### config.mk
export PLATFORM = sky130hd
export DESIGN_NAME = gpio_edge_port
export DESIGN_NICKNAME = d
export VERILOG_FILES = /design/src/rtl/gpio_edge_pkg.sv /design/src/rtl/gpio_pin_sync.sv /design/src/rtl/gpio_edge_detect.sv /design/src/rtl/gpio_port_regs.sv /design/src/rtl/gpio_edge_port.sv
export SDC_FILE = /design/constraint.sdc
export NUM_CORES = 1
export LEC_CHECK = 0
export ABC_AREA = 1
export BUFFER_PORTS_ARGS = -buffer_cell sky130_fd_sc_hd__buf_2
export CAP_MARGIN = 20
export CORE_MARGIN = 5
export CORE_UTILIZATION = 40
export CTS_CLUSTER_DIAMETER = 100
export DETAILED_ROUTE_END_ITERATION = 10
export PLACE_DENSITY_LB_ADDON = 0.3
export SLEW_MARGIN = 15
export SYNTH_ARGS = -nofsm -noshare
export SYNTH_HDL_FRONTEND = slang
export SYNTH_SLANG_ARGS = --single-unit
### constraint.sdc
create_clock -name clk -period 1.46 [get_ports clk]
set_input_delay 0 -clock clk [delete_from_list [all_inputs] [get_ports clk]]
set_output_delay 0 -clock clk [all_outputs]
set_load 0.05 [all_outputs]
### src/rtl/gpio_edge_pkg.sv
package gpio_edge_pkg;
    localparam int PORT_W = 8;
    localparam int ADDR_W = 3;

    typedef enum logic [ADDR_W-1:0] {
        OFS_LEVEL = 3'd0,
        OFS_OUT   = 3'd1,
        OFS_DIR   = 3'd2,
        OFS_FLAG  = 3'd3,
        OFS_POL   = 3'd4,
        OFS_EN    = 3'd5,
        OFS_FSEL  = 3'd6,
        OFS_NONE  = 3'd7
    } port_ofs_e;
endpackage

### src/rtl/gpio_pin_sync.sv
module gpio_pin_sync #(
    parameter int WIDTH  = 8,
    parameter int STAGES = 2
) (
    input  logic             clk,
    input  logic             rst_n,
    input  logic [WIDTH-1:0] async_i,
    output logic [WIDTH-1:0] sync_o
);
    localparam int LAST = STAGES - 1;

    logic [STAGES-1:0][WIDTH-1:0] chain_d, chain_q;

    always_comb begin
        chain_d[0] = async_i;
        for (int s = 1; s < STAGES; s++) begin
            chain_d[s] = chain_q[s-1];
        end
    end

    always_ff @(posedge clk or negedge rst_n) begin
        if (!rst_n) chain_q <= '0;
        else        chain_q <= chain_d;
    end

    assign sync_o = chain_q[LAST];
endmodule

### src/rtl/gpio_edge_detect.sv
module gpio_edge_detect #(
    parameter int WIDTH = 8,
    parameter int FILL  = 3
) (
    input  logic             clk,
    input  logic             rst_n,
    input  logic [WIDTH-1:0] level_i,
    input  logic [WIDTH-1:0] pol_i,
    output logic [WIDTH-1:0] hit_o
);
    typedef struct packed {
        logic [WIDTH-1:0] prev;
        logic [FILL-1:0]  armed;
    } det_state_t;

    det_state_t st_d, st_q;
    logic [WIDTH-1:0] rise_w, fall_w;

    // A pipeline that is still filling after reset must not report its
    // first nonzero sample as an edge.
    always_comb begin
        st_d       = st_q;
        st_d.prev  = level_i;
        st_d.armed = {st_q.armed[FILL-2:0], 1'b1};
    end

    always_ff @(posedge clk or negedge rst_n) begin
        if (!rst_n) st_q <= '0;
        else        st_q <= st_d;
    end

    genvar b;
    generate
        for (b = 0; b < WIDTH; b++) begin : g_pin
            assign rise_w[b] =  level_i[b] & ~st_q.prev[b];
            assign fall_w[b] = ~level_i[b] &  st_q.prev[b];
            assign hit_o[b]  = st_q.armed[FILL-1] &
                               (pol_i[b] ? fall_w[b] : rise_w[b]);
        end
    endgenerate
endmodule

### src/rtl/gpio_port_regs.sv
module gpio_port_regs
    import gpio_edge_pkg::*;
#(
    parameter int WIDTH = 8
) (
    input  logic              clk,
    input  logic              rst_n,
    input  logic [ADDR_W-1:0] bus_addr,
    input  logic              bus_wr,
    input  logic [WIDTH-1:0]  bus_wdata,
    input  logic [WIDTH-1:0]  level_i,
    input  logic [WIDTH-1:0]  hit_i,
    output logic [WIDTH-1:0]  bus_rdata,
    output logic [WIDTH-1:0]  out_o,
    output logic [WIDTH-1:0]  dir_o,
    output logic [WIDTH-1:0]  flag_o,
    output logic [WIDTH-1:0]  pol_o,
    output logic [WIDTH-1:0]  en_o,
    output logic [WIDTH-1:0]  fsel_o
);
    typedef struct packed {
        logic [WIDTH-1:0] out;
        logic [WIDTH-1:0] dir;
        logic [WIDTH-1:0] flag;
        logic [WIDTH-1:0] pol;
        logic [WIDTH-1:0] en;
        logic [WIDTH-1:0] fsel;
    } regs_t;

    regs_t r_d, r_q;
    port_ofs_e ofs;

    assign ofs = port_ofs_e'(bus_addr);

    always_comb begin
        r_d      = r_q;
        r_d.flag = r_q.flag | hit_i;
        if (bus_wr) begin
            case (ofs)
                OFS_OUT:  r_d.out  = bus_wdata;
                OFS_DIR:  r_d.dir  = bus_wdata;
                // hardware edges are ORed last so they survive a clear
                OFS_FLAG: r_d.flag = bus_wdata | hit_i;
                OFS_POL:  r_d.pol  = bus_wdata;
                OFS_EN:   r_d.en   = bus_wdata;
                OFS_FSEL: r_d.fsel = bus_wdata;
                default:  ;
            endcase
        end
    end

    always_ff @(posedge clk or negedge rst_n) begin
        if (!rst_n) r_q <= '0;
        else        r_q <= r_d;
    end

    always_comb begin
        case (ofs)
            OFS_LEVEL: bus_rdata = level_i;
            OFS_OUT:   bus_rdata = r_q.out;
            OFS_DIR:   bus_rdata = r_q.dir;
            OFS_FLAG:  bus_rdata = r_q.flag;
            OFS_POL:   bus_rdata = r_q.pol;
            OFS_EN:    bus_rdata = r_q.en;
            OFS_FSEL:  bus_rdata = r_q.fsel;
            default:   bus_rdata = '0;
        endcase
    end

    assign out_o  = r_q.out;
    assign dir_o  = r_q.dir;
    assign flag_o = r_q.flag;
    assign pol_o  = r_q.pol;
    assign en_o   = r_q.en;
    assign fsel_o = r_q.fsel;
endmodule

### src/rtl/gpio_edge_port.sv
module gpio_edge_port
    import gpio_edge_pkg::*;
#(
    parameter int WIDTH      = PORT_W,
    parameter int SYNC_DEPTH = 2
) (
    input  logic              clk,
    input  logic              rst_n,
    input  logic [WIDTH-1:0]  pin_i,
    input  logic [ADDR_W-1:0] bus_addr,
    input  logic              bus_wr,
    input  logic [WIDTH-1:0]  bus_wdata,
    output logic [WIDTH-1:0]  bus_rdata,
    output logic [WIDTH-1:0]  pad_out,
    output logic [WIDTH-1:0]  pad_oe,
    output logic [WIDTH-1:0]  pad_fsel,
    output logic              irq
);
    localparam int ARM_DEPTH = SYNC_DEPTH + 1;

    logic [WIDTH-1:0] pin_sync;
    logic [WIDTH-1:0] edge_hit;
    logic [WIDTH-1:0] flag_vec, pol_vec, en_vec;

    gpio_pin_sync #(.WIDTH(WIDTH), .STAGES(SYNC_DEPTH)) u_sync (
        .clk     (clk),
        .rst_n   (rst_n),
        .async_i (pin_i),
        .sync_o  (pin_sync)
    );

    gpio_edge_detect #(.WIDTH(WIDTH), .FILL(ARM_DEPTH)) u_detect (
        .clk     (clk),
        .rst_n   (rst_n),
        .level_i (pin_sync),
        .pol_i   (pol_vec),
        .hit_o   (edge_hit)
    );

    gpio_port_regs #(.WIDTH(WIDTH)) u_regs (
        .clk       (clk),
        .rst_n     (rst_n),
        .bus_addr  (bus_addr),
        .bus_wr    (bus_wr),
        .bus_wdata (bus_wdata),
        .level_i   (pin_sync),
        .hit_i     (edge_hit),
        .bus_rdata (bus_rdata),
        .out_o     (pad_out),
        .dir_o     (pad_oe),
        .flag_o    (flag_vec),
        .pol_o     (pol_vec),
        .en_o      (en_vec),
        .fsel_o    (pad_fsel)
    );

    assign irq = |(flag_vec & en_vec);
endmodule

Word level (Yosys, flattened, before mapping):

Index checks and enable logic that the tools add are counted.

* multiply operators: 0
* bitwise logic cells: 43
* multiplexer cells: 14
* eq/ne operators: 6
* shifts and indexed selects: 0
* add/subtract/negate cells: 0
* reduce and logical (&&, ||, !) cells: 7
* order comparisons: 0
* divide/modulo/power cells: 0

Operator list (count)
* $pmux W8 S7: 1
* $mux W32: 1
* $mux W8: 4
* $and A1 B1 Y1: 24
* $not A1 Y1: 16
* $or A8 B8 Y8: 2
* $reduce_and A2 Y1: 5
* $eq A3 B3 Y1 const B: 3
* $and A8 B8 Y8: 1
* $mux W1: 8
* $reduce_or A8 Y1: 1
* $eq A3 B2 Y1 const B: 2
* $eq A3 B1 Y1 const B: 1
* $logic_not A3 Y1: 1

* flip-flop bits (word level): 75
* word-level logic and storage cells: 80
* output and inout bits: 33
* bits in latches: 0
* memories kept: 0
* RAM bits: 0
* memory bits (read-only): 0
* input bits: 22

Longest topological paths before layout:

Gate-level depths: netlist of the first run.

* depth after elaboration: 7
* depth in mapped cells: 7
* gate-level depth less buffers: 6

Cells and area by module:

A second synthesis of the first run with hierarchy kept.

* cells, all modules: 419
* area total of the unflattened synthesis: 3508.4 um2

By module, submodules not included
* gpio_port_regs: seq. area each 1201.2 um2, times used 1, cells an instance 318, area each 2537.4 um2
* gpio_edge_detect: seq. area each 275.3 um2, times used 1, cells an instance 70, area each 514.2 um2
* gpio_pin_sync: seq. area each 400.4 um2, times used 1, cells an instance 16, area each 400.4 um2
* gpio_edge_port: seq. area each 0.0 um2, times used 1, cells an instance 15, area each 56.3 um2

Least setup slack after synthesis of the first run:

Ideal clock, no wire load.

* kind: register to output
* start: register u_regs.r_q, in the netlist u_regs.fsel_o[4]
* end: output port bus_rdata[4]
* buffers on the path: 0
* cell stages (with the launch flop): 5
* data required time: 1460 ps
* data arrival time: 1211 ps
* path slack: 249 ps
* cell sequence: dfrtp_1 > nand4_1 > nand2_1 > nor2_1 > nand2_1

* longest elaborated chain between the ends: 1

Ends and longest elaborated chain
* from (decl): RTL line gpio_port_regs.sv:30 `regs_t r_d, r_q;`
* from (signal assigned): RTL line gpio_port_regs.sv:54 `else r_q <= r_d;`
* $pmux W8 S7: RTL line gpio_port_regs.sv:58 `case (ofs)`
* to (decl): RTL line gpio_edge_port.sv:13 `output logic [WIDTH-1:0] bus_rdata,`

Every way passes these cells.

Worst setup path in the final report of the first run:

* start: register u_regs.r_q, in the netlist u_regs.fsel_o[5]
* end: output port bus_rdata[5]

Same word-level chain as after synthesis.

==> results of run 1 <==
cells in the mapped netlist:
cell      count
nor2_8        3
nand3_4       1
inv_4         1
dfrtp_1      75
clkbuf_1      2
buf_4         2
buf_6         3
inv_2         2
nand3_1      38
nor3_4        1
nor2_1       26
conb_1        1
nand4_1      17
nand2_4       3
o21ai_0      33
o21ai_2       8
buf_1         3
o21bai_1      7
nand2_2       1
o211ai_1      1
inv_1        28
nand2_1     138
buf_2         3
nand3_2       2
nor2_4        3
repair_timing:
action / in CTS / in global routing
hold endpoints to repair: 113 / 0
hold buffers: 17 / 0
endpoints found under the setup margin: 7 / 3
gates resized for setup: 1 / 5
cloned: 0 / 0
critical path: cells and delay by family, from the launching register on:
kind,cells,cell delay (ps)
flip-flops,1,400
buffers and inverters,1,210
AND/OR/NAND/NOR,4,400
layout make-up:
type	count	area, µm²	area share
Tap cell	108	135.1	0.03142
Multi-Input combinational cell	283	1406	0.3270
Clock inverter	4	72.57	0.01688
Sequential cell	75	1877	0.4364
Inverter	31	118.9	0.02764
Clock buffer	12	155.1	0.03608
Timing Repair Buffer	81	535.5	0.1245
where the power goes:
group | total, W | internal [W] | switching (W)
Sequential | 0.00259 | 0.00236 | 0.000234
Combinational | 0.00154 | 0.000420 | 0.00112
Clock | 0.00180 | 0.00105 | 0.000750
Total | 0.00594 | 0.00383 | 0.00210
per-layer routing:
metal	routed length, µm	up-vias	global-route usage
met4	142	0	0.09562
met3	697	11	0.04158
met2	4037	104	0.2802
met5	0	-	0
met1	4170	1435	0.2566
li1	-	1460	-
placed cells by master, fill, tap and decap left out, drive strengths merged:
cell type    instances
nand3               41
dfrtp               75
nor3                 1
inv                 31
clkinvlp             1
dlygate4sd3         17
o21ai               41
bufinv               2
clkbuf              12
buf                 64
nor2                32
nand4               17
nand2              142
o21bai               7
clkinv               1
o211ai               1
conb                 1
cells by family (layout without fill, tap and decap cells):
kind of cell,count (synthesis),after routing,synth area share
buffers and inverters,44,128,0.05793
AND/OR/NAND/NOR,233,233,0.3163
flip-flops,75,75,0.5398
AO/OA/AOI/OAI,49,49,0.08492
other,1,1,0.001078
final timing paths:
path                             startpoint                 to  slack (ps)
min in group clk                     bus_wr   u_regs.flag_o[2]         140
max in group asynchronous             rst_n   u_regs.flag_o[7]         810
setup / recovery           u_regs.fsel_o[5]       bus_rdata[5]         100
setup reg to reg           u_sync.sync_o[6]   u_regs.flag_o[6]         600
hold / removal                        rst_n  u_sync.chain_d[8]         110
hold reg to reg            u_detect.st_d[2]   u_detect.st_q[2]         350
stage by stage:
step                      setup WS [ps]  area, µm²  setup TNS, ps
after floorplan                   249.3       3477              0
after global placement           -17.30       3890         -76.75
after detailed placement         -56.56       3890         -282.1
after CTS                         76.27       4290              0
after global routing             -11.41       4300         -11.41
final                             100.1       4300              0
registers in the layout, indices dropped and copies added, names as in the netlist:
register,cells
u_detect.st_d,2
u_detect.st_q,9
u_regs.dir_o,8
u_regs.en_o,8
u_regs.flag_o,8
u_regs.fsel_o,8
u_regs.out_o,8
u_regs.pol_o,8
u_sync.chain_d,8
u_sync.sync_o,8
==> impl_metrics.csv, run 1 <==
group,metric,value,unit
clocking,post-cts-setup-buffers,0,
grt,grt_max_degree,36,
synthesis,synth-seq-cells,75,
sta,finalSetupViolCount,0,
critical_path,crit_path_cell_trace,"nand4_1, nand2_1, nor2_2, nand2_1, buf_2",
sta,drv_slew,0,
synthesis,syn-mean-instance-area,8.649,µm²
die,fp.dieH,103.2,µm
pwr,worst_ir_drop_vdd,0.6447,mV
critical_path,critPathArrivalTime,1360,ps
final_layout,instances_no_fill,594,
die,die_w,103.2,µm
grt,gr-total-overflow,0,
clocking,root_buffer,"clkbuf_8",
synthesis,postSynthCellCount,402,
place,place.gp.congestion,0.8696,
sta,hold_slack,112.4,ps
drt,drc,0,
sta,rsz0062_at_grt,"yes",
critical_path,start_kind,"flop",
critical_path,critical_path.slowest_cell,"dfrtp_1",
clocking,cts.sinks,75,
run,maxCapViolations,0,
die,initial_core_util,0.4046,
sta,period_share,0.9314,
clocking,cts_buffer_depth,2,
critical_path,cpMostUsedCell,"nand2_1",
final_layout,fill_cells,856,
hold_path,hp-class,"input port to asynchronous set/reset pin",
drt,viasPerCell,5.067,
synthesis,seq_area_frac_synth,0.5398,
die,pin_count,55,
place,portBuffers,54,
sta,fin_skew,2.515,ps
pwr,power,0.005937,W
synthesis,synth_top_area_cell,"dfrtp_1",
synthesis,yosys-top-cells-area,"dfrtp_1 54%, nand2_1 15%, nand3_1 5.5%",
sta,fin_crit,1360,ps
clocking,cts_tree,"done",
synthesis,yosysWarnings,0,
critical_path,crit_type,"flop to primary output",
drt,num_vias,3010,
final_layout,diodes,0,
grt,grt_pass1_vias,2958,
clocking,clock_latency,350,ps
drt,firstDrtPassIters,5,
final_layout,postLayoutCoreUtil,0.5004,
final_layout,nets,503,
sta,hold_violations,0,
final_layout,drive_gt1_frac,0.2202,
synthesis,syn_nets,424,
synthesis,synth_cell_types,25,
drt,wl,9.047,mm
drt,antenna_left,0,
synthesis,yosys.area.top_type_share,0.5398,
pwr,power_leakage,2.239,nW
final_layout,syn_to_final_growth,23.68,%
die,dieArea,10660,µm²
critical_path,critical_path_required,1460,ps
die,coreArea,8593,µm²
place,placed_cells,561,
synthesis,syn_area,3477,µm²
critical_path,rr_worst_depth,4,
clocking,cts_max_level,3,
sta,fmax,735.4,MHz
drt,post_drt_wl_per_cell,15.23,µm
critical_path,endpoint_kind,"primary output",
critical_path,critPathMaxStageDelay,400,ps
pwr,power-per-cell-area,1381,nW/µm²
clocking,clk_pin_slew,80,ps
clocking,cts_buffers,9,
drt,initialDrtViolationCount,122,
critical_path,crit_path_max_fanout,3,
outcome,status,"finished, final reports clean",
die,core.rowCount,34,
grt,antenna_found_initial,0,
grt,grt_usage,0.1875,
grt,grt_pass1_wl,15.08,mm
place,dp_hpwl,6.514,mm
Power figures use the tool's default switching activity.
==> run 2: changes to the inputs <==
Settings changed: ABC_AREA 1 to unset.
Clock period 1.46 ns to 1.2 ns, I/O delays scaled along.
==> impl_metrics.csv, run 2 <==
group,metric,value,unit
die,initial_core_util,0.4139,
sta,hold_violations,0,
final_layout,layout_commonest_cell,"dfrtp_1",
drt,drc,0,
synthesis,synth_commonest_cells,"75 x dfrtp_1, 47 x mux2_2, 16 x mux2i_1, 16 x nor2_1, 15 x nand2_1",
synthesis,synthFlopType,"dfrtp_1",
sta,drv_slew,0,
synthesis,yosys.area.top_type_share,0.5807,
place,placed_cells,426,
critical_path,endpoint_kind,"primary output",
grt,grt_usage,0.1718,
sta,rsz0062_at_grt,"yes",
sta,finalSetupViolCount,10,
clocking,cts_buffers,9,
die,die_w,99.89,µm
hold_path,hp-class,"input port to asynchronous set/reset pin",
clocking,cts_buffer_depth,2,
drt,initialDrtViolationCount,76,
die,fp.dieH,99.89,µm
sta,hold_slack,114.0,ps
critical_path,critical_path_required,1200,ps
clocking,root_buffer,"clkbuf_8",
drt,antenna_left,0,
synthesis,synth_edf_count,0,
drt,viasPerCell,5.128,
sta,fmax,640.7,MHz
drt,post_drt_wl_per_cell,17.28,µm
synthesis,async_flop_share,1.000,
synthesis,syn-mean-instance-area,13.19,µm²
synthesis,yosysWarnings,0,
clocking,clock_latency,350,ps
critical_path,start_kind,"flop",
critical_path,critPathArrivalTime,1560,ps
critical_path,crit_type,"flop to primary output",
final_layout,largest_register,"u_detect.st_q",
pwr,power-per-cell-area,1624,nW/µm²
clocking,cts_tree,"done",
critical_path,crit_path_max_fanout,2,
die,coreArea,7807,µm²
place,portBuffers,54,
grt,grt_pass1_wl,13.28,mm
final_layout,drive_gt1_frac,0.5625,
synthesis,syn_nets,267,
drt,firstDrtPassIters,4,
sta,setup_ws,-360.8,ps
grt,grt_pass1_vias,2609,
synthesis,synth_top_area_cell,"dfrtp_1",
outcome,status,"finished with violations",
pwr,power_leakage,2.067,nW
synthesis,synth_most_common_cell,"dfrtp_1",
grt,antenna_found_initial,0,
final_layout,nets,385,
place,dp_hpwl,5.761,mm
final_layout,instances_no_fill,470,
drt,wl,8.123,mm
grt,gr-total-overflow,0,
synthesis,synth_cell_types,35,
synthesis,seq_area_frac_synth,0.5807,
synthesis,synth-seq-cells,75,
place,place.gp.congestion,0.8049,
drt,num_vias,2410,
die,pin_count,55,
die,core.rowCount,32,
pwr,worst_ir_drop_vdd,1.115,mV
sta,period_share,1.301,
final_layout,syn_to_final_growth,43.48,%
sta,fin_crit,1561,ps
run,maxCapViolations,0,
synthesis,yosys-top-cells-area,"dfrtp_1 58%, mux2_2 16%, mux2i_1 5.0%",
synthesis,syn_area,3232,µm²
clocking,cts.sinks,75,
synthesis,postSynthCellCount,245,
final_layout,diodes,0,
final_layout,final_cell_mix,"53 x dfrtp_1, 44 x buf_2, 42 x mux2_2, 42 x buf_4, 22 x dfrtp_2",
final_layout,largest_register_ffs,9,
die,dieArea,9977,µm²
sta,fin_skew,3.907,ps
grt,grt_max_degree,30,
clocking,clk_pin_slew,80,ps
clocking,cts_max_level,3,
outcome,violations,"negative setup slack",
[run 2: worst max-delay path, stage by stage, from the launching register on]
cell      delay [ps]
dfrtp_2          400
mux2_4           280
a221oi_4         310
a221oi_4          60
buf_6            160
[run 2: what timing repair did]
action,4_1_cts,5_1_grt
pin swaps,8,4
gates cloned,0,0
hold endpoints to repair,127,0
gates resized for setup,31,1
endpoints found under the setup margin,9,9
setup buffers,6,5
hold buffers,17,0
[run 2: final timing paths]
| check | slack [ps] | to | startpoint | cells past startpoint |
|---|---|---|---|---|
| setup / recovery | -360 | bus_rdata[3] | u_regs.dir_o[3] | 4 |
| hold / removal | 110 | u_regs.pol_o[2] | rst_n | 2 |
| setup reg to reg | 190 | u_regs.dir_o[2] | u_regs.dir_o[2] | 3 |
| hold reg to reg | 350 | u_sync.sync_o[2] | u_sync.chain_d[10] | 0 |
| max in group asynchronous | 560 | u_regs.dir_o[7] | rst_n | 3 |
| min in group clk | 210 | u_regs.fsel_o[3] | bus_wr | 4 |
[run 2: report_power, final]
part / leakage, nW / total [W] / internal [W] / switching, W
sequential: 0.849 / 0.00324 / 0.00294 / 0.000298
combinational: 1.13 / 0.00255 / 0.00105 / 0.00150
clock: 0.0860 / 0.00174 / 0.000760 / 0.000977
total: 2.07 / 0.00753 / 0.00475 / 0.00278
[run 2: kinds of logic (layout without fill, tap and decap cells)]
family | after synthesis | in the layout | share of synthesized area
AO/OA/AOI/OAI | 37 | 37 | 0.08672
buffers and inverters | 13 | 136 | 0.02400
flip-flops | 75 | 75 | 0.5807
multiplexers | 63 | 63 | 0.2133
other | 1 | 1 | 0.001160
AND/OR/NAND/NOR | 56 | 56 | 0.09408
[run 2: routing by layer]
| metal | vias to the layer above | GRT usage | part of all wire |
|---|---|---|---|
| met3 | 10 | 0.04795 | 0.044 |
| met5 | - | 0 | 0 |
| li1 | 1127 | - | - |
| met2 | 50 | 0.2858 | 0.49 |
| met1 | 1223 | 0.2200 | 0.45 |
| met4 | 0 | 0.04727 | 0.012 |
[run 2: per-stage QoR]
| step | instance area (µm²) | setup WS (ps) | util | power [W] | setup TNS [ps] |
|---|---|---|---|---|---|
| after floorplan | 3408 | -78.25 | - | 0.004871 | -265.9 |
| after global placement | 4071 | -89.18 | 0.5215 | 0.005512 | -718.6 |
| after detailed placement | 4071 | -124.1 | 0.5215 | 0.005561 | -1249 |
| after CTS | 4594 | -372.6 | 0.5885 | 0.007539 | -2373 |
| after global routing | 4637 | -416.0 | 0.5939 | 0.007894 | -2809 |
| final | 4637 | -360.8 | 0.5939 | 0.007528 | -2323 |
[run 2: final cells by class]
cell class / count / area [µm²]
Fill cell: 638 / 3171
Sequential cell: 75 / 1904
Multi-Input combinational cell: 157 / 1504
Timing Repair Buffer: 118 / 918.4
Tap cell: 102 / 127.6
Clock buffer: 9 / 123.9
Clock inverter: 7 / 51.30
Inverter: 2 / 7.507
